$ cat src/rtl/edge_in_pkg.sv
package edge_in_pkg;

  // Strobes from the bus decode to the datapath
  typedef struct packed {
    logic maskWr;   // write to the enable register this cycle
    logic maskVal;  // value carried by that write
    logic selData;  // read of the level word
    logic selMask;  // read of the enable word
  } ctlStrobes_t;

endpackage

$ cat src/rtl/edge_in_ctrl.sv
module edge_in_ctrl
  import edge_in_pkg::*;
#(
  parameter int ADDR_W   = 4,
  parameter int DATA_OFS = 0,
  parameter int MASK_OFS = 8
) (
  input  logic [ADDR_W-1:0] addr,
  input  logic              rdEn,
  input  logic              wrEn,
  input  logic              wrBit0,
  output ctlStrobes_t       ctl
);

  localparam logic [ADDR_W-1:0] DATA_ADDR = ADDR_W'(DATA_OFS);
  localparam logic [ADDR_W-1:0] MASK_ADDR = ADDR_W'(MASK_OFS);

  logic hitData;
  logic hitMask;

  always_comb begin
    hitData = (addr == DATA_ADDR);
    hitMask = (addr == MASK_ADDR);
  end

  // Writes to the level word and to unused offsets produce no strobe
  always_comb begin
    ctl.maskWr  = wrEn & hitMask;
    ctl.maskVal = wrBit0;
    ctl.selData = rdEn & hitData;
    ctl.selMask = rdEn & hitMask;
  end

endmodule

$ cat src/rtl/edge_in_dpath.sv
module edge_in_dpath
  import edge_in_pkg::*;
#(
  parameter int DATA_W      = 32,
  parameter int SYNC_STAGES = 2
) (
  input  logic              clk,
  input  logic              rstN,
  input  logic              pinIn,
  input  ctlStrobes_t       ctl,
  output logic              syncLevel,
  output logic              maskBit,
  output logic              irqOut,
  output logic [DATA_W-1:0] rdData
);

  localparam int PAD_W = DATA_W - 1;

  logic [SYNC_STAGES-1:0] syncChain;
  logic                   prevLevel;
  logic                   riseSeen;

  // Synchronizer chain, cleared by reset
  always_ff @(posedge clk or negedge rstN) begin
    if (!rstN) syncChain <= '0;
    else       syncChain <= {syncChain[SYNC_STAGES-2:0], pinIn};
  end

  assign syncLevel = syncChain[SYNC_STAGES-1];

  // Edge detector on the settled level
  always_ff @(posedge clk or negedge rstN) begin
    if (!rstN) prevLevel <= 1'b0;
    else       prevLevel <= syncLevel;
  end

  assign riseSeen = syncLevel & ~prevLevel;

  // Enable register
  always_ff @(posedge clk or negedge rstN) begin
    if (!rstN)           maskBit <= 1'b0;
    else if (ctl.maskWr) maskBit <= ctl.maskVal;
  end

  // Pending interrupt: a disabling write wins over a same-cycle edge
  always_ff @(posedge clk or negedge rstN) begin
    if (!rstN)                          irqOut <= 1'b0;
    else if (ctl.maskWr && !ctl.maskVal) irqOut <= 1'b0;
    else if (maskBit && riseSeen)        irqOut <= 1'b1;
  end

  // Read mux, upper bits always zero
  always_comb begin
    rdData = '0;
    if (ctl.selData)      rdData = {{PAD_W{1'b0}}, syncLevel};
    else if (ctl.selMask) rdData = {{PAD_W{1'b0}}, maskBit};
  end

endmodule

$ cat src/rtl/edge_in_port.sv
module edge_in_port
  import edge_in_pkg::*;
#(
  parameter int ADDR_W      = 4,
  parameter int DATA_W      = 32,
  parameter int SYNC_STAGES = 2,
  parameter int DATA_OFS    = 0,
  parameter int MASK_OFS    = 8
) (
  input  logic              clk,
  input  logic              rstN,
  input  logic [ADDR_W-1:0] addr,
  input  logic              rdEn,
  input  logic              wrEn,
  input  logic [DATA_W-1:0] wrData,
  output logic [DATA_W-1:0] rdData,
  input  logic              pinIn,
  output logic              irqOut
);

  ctlStrobes_t ctl;
  logic        syncLevel;
  logic        maskBit;
  logic        unusedWrBits;

  assign unusedWrBits = ^wrData[DATA_W-1:1];

  edge_in_ctrl #(
    .ADDR_W  (ADDR_W),
    .DATA_OFS(DATA_OFS),
    .MASK_OFS(MASK_OFS)
  ) i_ctrl (
    .addr  (addr),
    .rdEn  (rdEn),
    .wrEn  (wrEn),
    .wrBit0(wrData[0]),
    .ctl   (ctl)
  );

  edge_in_dpath #(
    .DATA_W     (DATA_W),
    .SYNC_STAGES(SYNC_STAGES)
  ) i_dpath (
    .clk      (clk),
    .rstN     (rstN),
    .pinIn    (pinIn),
    .ctl      (ctl),
    .syncLevel(syncLevel),
    .maskBit  (maskBit),
    .irqOut   (irqOut),
    .rdData   (rdData)
  );

endmodule

$ cat config.mk
export PLATFORM = sky130hd
export DESIGN_NAME = edge_in_port
export DESIGN_NICKNAME = d
export VERILOG_FILES = /design/src/rtl/edge_in_pkg.sv /design/src/rtl/edge_in_ctrl.sv /design/src/rtl/edge_in_dpath.sv /design/src/rtl/edge_in_port.sv
export SDC_FILE = /design/constraint.sdc
export NUM_CORES = 1
export LEC_CHECK = 0
export CORE_MARGIN = 2
export CORE_UTILIZATION = 19
export CTS_BUF_LIST = sky130_fd_sc_hd__clkbuf_16
export DETAILED_ROUTE_END_ITERATION = 6
export GPL_TIMING_DRIVEN = 0
export PLACE_DENSITY = 0.75
export SYNTH_ARGS = -nofsm -noshare
export SYNTH_HDL_FRONTEND = slang
export SYNTH_SLANG_ARGS = --single-unit
$ cat constraint.sdc
create_clock -name clk -period 1.12 [get_ports clk]
set_input_delay 0.28 -clock clk [delete_from_list [all_inputs] [get_ports clk]]
set_output_delay 0.28 -clock clk [all_outputs]
set_load 0.05 [all_outputs]
==> results.toml, run 1 <==
[run_status]
status = "finished with violations"
violations = "setup timing"

[clock_tree]
cts_max_level = 1
clk_root_buffer_cell = "clkbuf_16"
clk_latency_ps = 220
cts.sinks = 5
numCtsBuffers = 3
cts_tree = "built"
clk_path_buf_depth = 2
clk_pin_slew_ps = 30

[power_and_ir_drop]
leakagePower_nw = 0.4653
powerDensity_nw_per_um2 = 1561
irDropWorstVdd_mv = 1.009

[critical_path]
crit_path_end_kind = "primary output"
start_kind = "flip-flop"
ff2ff_path_depth = 4
cp_data_arrival_time_ps = 1190
worstPathRequired_ps = 840
path_class = "reg -> out"
crit_fanout = 3

[placement]
gp_congestion = 0.6340
dpl_cell_area_sq_um = 694.4
port_buffers = 11
dp.cells = 114

[final_layout]
final_area_sq_um = 789.5
fin_nets = 134
area.growth.synth_to_final_pct = 82.37
final_common_cell = "buf_4"
drive_gt1_share_pct = 47.83
layout_common_cells = "33 x buf_4, 31 x conb_1, 5 x dfrtp_1, 5 x clkdlybuf4s50_1"
stdcell_count = 120
n_antenna_cell = 0
utilization_pct = 36.04
fillers = 235

[global_routing]
antenna_found_initial = 0
grtUsageTotal_pct = 5.024
grt_max_degree = 6
grt_pass1_vias = 253
grt_pass1_wl_um = 924
overflow = 0

[floorplanning]
dieHeight_um = 51.74
num_rows = 17
die_w_um = 51.74
die_area_sq_um = 2677
initial_core_util_pct = 19.76
io-pin-count = 74
core_area_sq_um = 2191

[synthesis]
synth.distinct_cells = 11
syn_inst = 45
ys_ff_latch = 5
yosysSeqAreaShare_pct = 28.90
avgSynthCellArea_sq_um = 9.620
synth_area_sq_um = 432.9
yosys_warnings = 0

[timing]
fmax_mhz = 682.0
setup_slack_ps = -346.4
fin_worst_skew_ps = 0.2668
fin_crit_ps = 1466
setup_viol = 1
hold_viol = 0
rsz0062_at_grt = "true"
slew_violations = 0
timing.final.crit_share_pct = 130.9
whs_ps = 283.6

[detailed_routing]
via_per_inst = 2.775
drt-initial-drc-count = 0
via_count = 333
drc_errors = 0
wl_per_cell_um = 5.783
antenna_left = 0
drt_wl_total_um = 694
drt_pass1_iterations = 1

[min_path]
min_path_type = "in -> async"

[job]
drv_cap = 0
[kinds of logic after synthesis]
logic type	Yosys count	synth area share, %
buffers and inverters	31	53.76
flip-flops	5	28.90
AND/OR/NAND/NOR	5	8.092
multiplexers	2	6.068
AO/OA/AOI/OAI	1	2.312
other	1	0.8662
[synth_stat cells (all sizes together)]
cell | n | area (sq um)
buf | 31 | 232.7
nor3 | 1 | 10.01
and3 | 1 | 7.510
mux2 | 2 | 26.27
conb | 1 | 3.750
o22a | 1 | 10.01
nand2 | 1 | 3.750
nor2 | 1 | 3.750
nand3 | 1 | 10.01
dfrtp | 5 | 125.1
[repair_timing]
action / CTS / global route
endpoints found under the setup margin: 4 / 4
hold buffers: 0 / 0
hold endpoints to repair: 0 / 0
pin swaps: 2 / 1
setup buffers: 2 / 0
resized for setup: 16 / 2
[critical path, stage by stage, from the launching register on]
cell	delay, ps
dfrtp_1	390
mux2_2	260
and3_4	170
buf_8	140
[final cells by class]
class | instances | area, sq um | area share [%]
plain buffers | 31 | 232.7 | 29.48
multi-input cells | 39 | 191.4 | 24.25
repair buffers | 13 | 126.4 | 16.01
flip-flops and latches | 5 | 125.1 | 15.85
clock buffers | 3 | 75.07 | 9.509
well taps | 28 | 35.03 | 4.437
clock inverters | 1 | 3.754 | 0.4754
[final timing paths]
check | slack, ps | from | to
worst min-delay path | 280 | rstN | i_dpath.prevLevel$_DFF_PN0_
min in group clk | 340 | i_dpath.syncChain[0]$_DFF_PN0_ | i_dpath.syncChain[1]$_DFF_PN0_
max in group asynchronous | 640 | rstN | i_dpath.syncChain[1]$_DFF_PN0_
worst min register to register | 340 | i_dpath.syncChain[0]$_DFF_PN0_ | i_dpath.syncChain[1]$_DFF_PN0_
worst max register to register | 200 | i_dpath.maskBit$_DFFE_PN0N_ | i_dpath.irqOut$_DFFE_PN0P_
worst max-delay path | -350 | i_dpath.syncChain[1]$_DFF_PN0_ | rdData[0]
[state kept, by name, summed over array words and instances (netlist names)]
name and cells:
i_dpath.irqOut 1, i_dpath.maskBit 1, i_dpath.prevLevel 1, i_dpath.syncChain 2
[layer usage]
metal  vias up  GRT usage (%)  part of all wire [%]
li1        174              -                     -
met1       128          3.710                    34
met2        31          9.402                    52
met3         0          2.586                    14
met4         0          3.947                     0
met5         -              0                     0
[power breakdown]
group / switching [mW] / internal, mW / total [mW] / leakage (nW)
logic: 0.301 / 0.146 / 0.448 / 0.366
clock network: 0.107 / 0.461 / 0.569 / 0.0423
registers: 0.0121 / 0.204 / 0.216 / 0.0570
[through the flow]
stage	worst slack (ps)	power [mW]	TNS [ps]
finish	-346.4	1.233	-346.4
global route	-387.7	1.275	-403.8
CTS	-359.5	1.235	-556.7
detailed placement	-1116	0.6559	-2049
global placement	-1121	0.6516	-2017
floorplan	21.32	0.5916	0
No activity file was read; power rests on OpenSTA's default activity.
==> run 2: changes to the inputs <==
--- a/config.mk
+++ b/config.mk
@@ -6,11 +6,12 @@
 export NUM_CORES = 1
 export LEC_CHECK = 0
 export CORE_MARGIN = 2
-export CORE_UTILIZATION = 19
+export CORE_UTILIZATION = 21
 export CTS_BUF_LIST = sky130_fd_sc_hd__clkbuf_16
+export CTS_CLUSTER_DIAMETER = 120
 export DETAILED_ROUTE_END_ITERATION = 6
 export GPL_TIMING_DRIVEN = 0
-export PLACE_DENSITY = 0.75
+export PLACE_DENSITY = 0.79
 export SYNTH_ARGS = -nofsm -noshare
 export SYNTH_HDL_FRONTEND = slang
 export SYNTH_SLANG_ARGS = --single-unit
==> constraint.sdc (replaced) <==
create_clock -name clk -period 1.59 [get_ports clk]
set_input_delay 0.3975 -clock clk [delete_from_list [all_inputs] [get_ports clk]]
set_output_delay 0.3975 -clock clk [all_outputs]
set_load 0.05 [all_outputs]
==> run 2 against run 1 <==
Against the previous run: the run still ends with setup timing left; clock skew is 1.7 ps higher; clock power is 27% lower; via count is 0.60% lower; design area is 1.4% higher; register-to-register slack better by 490 ps; worst hold slack better by 59 ps; sequential share of layout area is 0.22 points lower; critical path type unchanged; highest routed layer is now met4; power is 28% lower; count of clock-buffer cells in the layout stayed put; final cell count stayed put.
==> results.toml, run 2 (synthesis results as in run 1) <==
[final_layout]
utilization_pct = 40.82
drive_gt1_share_pct = 48.39
fillers = 205
final_common_cell = "buf_4"
fin_nets = 135
largest_register_ffs = 2
top_register = "i_dpath.syncChain"
area.growth.synth_to_final_pct = 84.97
n_antenna_cell = 0
layout_common_cells = "34 x buf_4, 31 x conb_1, 5 x dfrtp_1, 5 x clkdlybuf4s50_1"

[run_status]
status = "finished with violations"
violations = "setup timing"

[timing]
setup_viol = 1
fin_worst_skew_ps = 1.974
fin_crit_ps = 1606
fmax_mhz = 622.6
setup_slack_ps = -16.24
rsz0062_at_grt = "true"
hold_viol = 0
timing.final.crit_share_pct = 101.0
slew_violations = 0
whs_ps = 342.5

[clock_tree]
clk_path_buf_depth = 2
cts_max_level = 1
postCtsHoldBufs = 0
clk_pin_slew_ps = 30
cts.sinks = 5
cts_tree = "built"
numCtsBuffers = 3
clk_root_buffer_cell = "clkbuf_16"
clk_latency_ps = 230

[critical_path]
crit_path_end_kind = "primary output"
path_cells = "mux2_2 > and3_4 > buf_8"
slowest_stage = "dfrtp_1"
crit_fanout = 3
r2r-end = "i_dpath.irqOut$_DFFE_PN0P_"
worstPathRequired_ps = 1190
ff2ff_setup_slack_ps = 690
ff2ff_path_depth = 4
critPathLaunch = "i_dpath.syncChain[1]$_DFF_PN0_"
start_kind = "flip-flop"
r2r-start = "i_dpath.maskBit$_DFFE_PN0N_"
critPathMaxStageDelay_ps = 380
path_class = "reg -> out"
cp_data_arrival_time_ps = 1210

[floorplanning]
io-pin-count = 74
core_area_sq_um = 1962
dieHeight_um = 49.41
die_area_sq_um = 2441
die_w_um = 49.41
num_rows = 16
initial_core_util_pct = 22.07

[detailed_routing]
drt-initial-drc-count = 1
drt_pass1_iterations = 2
via_count = 331
antenna_left = 0
wl_per_cell_um = 6.650
drt_wl_total_um = 798
drc_errors = 0
via_per_inst = 2.758

[power_and_ir_drop]
leakagePower_nw = 0.4839
powerDensity_nw_per_um2 = 1103
irDropWorstVdd_mv = 0.7312

[global_routing]
antenna_found_initial = 0
grt_max_degree = 6
grt_pass1_wl_um = 1152
grtUsageTotal_pct = 7.102
grt_pass1_vias = 281
overflow = 0

[placement]
gp_congestion = 0.5807
port_buffers = 11

[min_path]
hold-path-endpoint = "i_dpath.syncChain[1]$_DFF_PN0_"
hold_start = "i_dpath.syncChain[0]$_DFF_PN0_"
min_path_type = "reg -> reg"
hold_depth = 0

[job]
drv_cap = 0
run 2: how the worst max path moves through the flow:
stage          depth (start not counted)        end  slack [ps]
2_1_floorplan                          2  rdData[0]         190
3_3_place_gp                           4  rdData[0]        -940
3_5_place_dp                           4  rdData[0]        -960
4_1_cts                                4  rdData[0]        -170
5_1_grt                                3  rdData[0]         -50
6_report                               3  rdData[0]         -20
run 2: timing repair:
action,in CTS,in global routing
resized for setup,9,7
pin swaps,1,2
setup endpoints to repair,2,1
gates cloned,0,0
buffers inserted,1,2
run 2: area by class of cell:
class | instances | area [sq um] | area share, %
plain buffers | 31 | 232.7 | 29.06
flip-flops and latches | 5 | 125.1 | 15.63
clock buffers | 3 | 75.07 | 9.375
clock inverters | 1 | 3.754 | 0.4688
multi-input cells | 39 | 191.4 | 23.91
repair buffers | 14 | 138.9 | 17.34
well taps | 27 | 33.78 | 4.219
run 2: worst max-delay path, delay by kind of cell, from the launching register on:
family / cells / cell delay, ps
AND/OR/NAND/NOR: 1 / 180
buffers and inverters: 1 / 140
flip-flops: 1 / 380
multiplexers: 1 / 270
run 2: through the flow:
step	TNS (ps)	cells	worst slack [ps]	total power, mW	area (sq um)
after global placement	-940.6	113	-940.6	0.4571	689.4
after global routing	-53.33	120	-53.33	0.9233	800.8
after detailed placement	-960.8	113	-960.8	0.4609	689.4
after CTS	-171.5	118	-171.5	0.8786	774.5
after floorplan	0	75	187.6	0.4159	545.5
final	-16.24	120	-16.24	0.8829	800.8
run 2: routing by layer:
metal	vias to the layer above	global-route usage (%)	share of wire (%)	routed length, um
met4	0	9.722	2.6	21
li1	174	-	-	-
met1	127	4.112	26	211
met2	28	12.61	56	445
met5	-	0	0	0
met3	2	3.681	15	118
run 2: report_power, final:
part	total, mW	internal, mW	switching (mW)
logic	0.317	0.103	0.213
clock network	0.414	0.326	0.0880
registers	0.152	0.144	0.00810
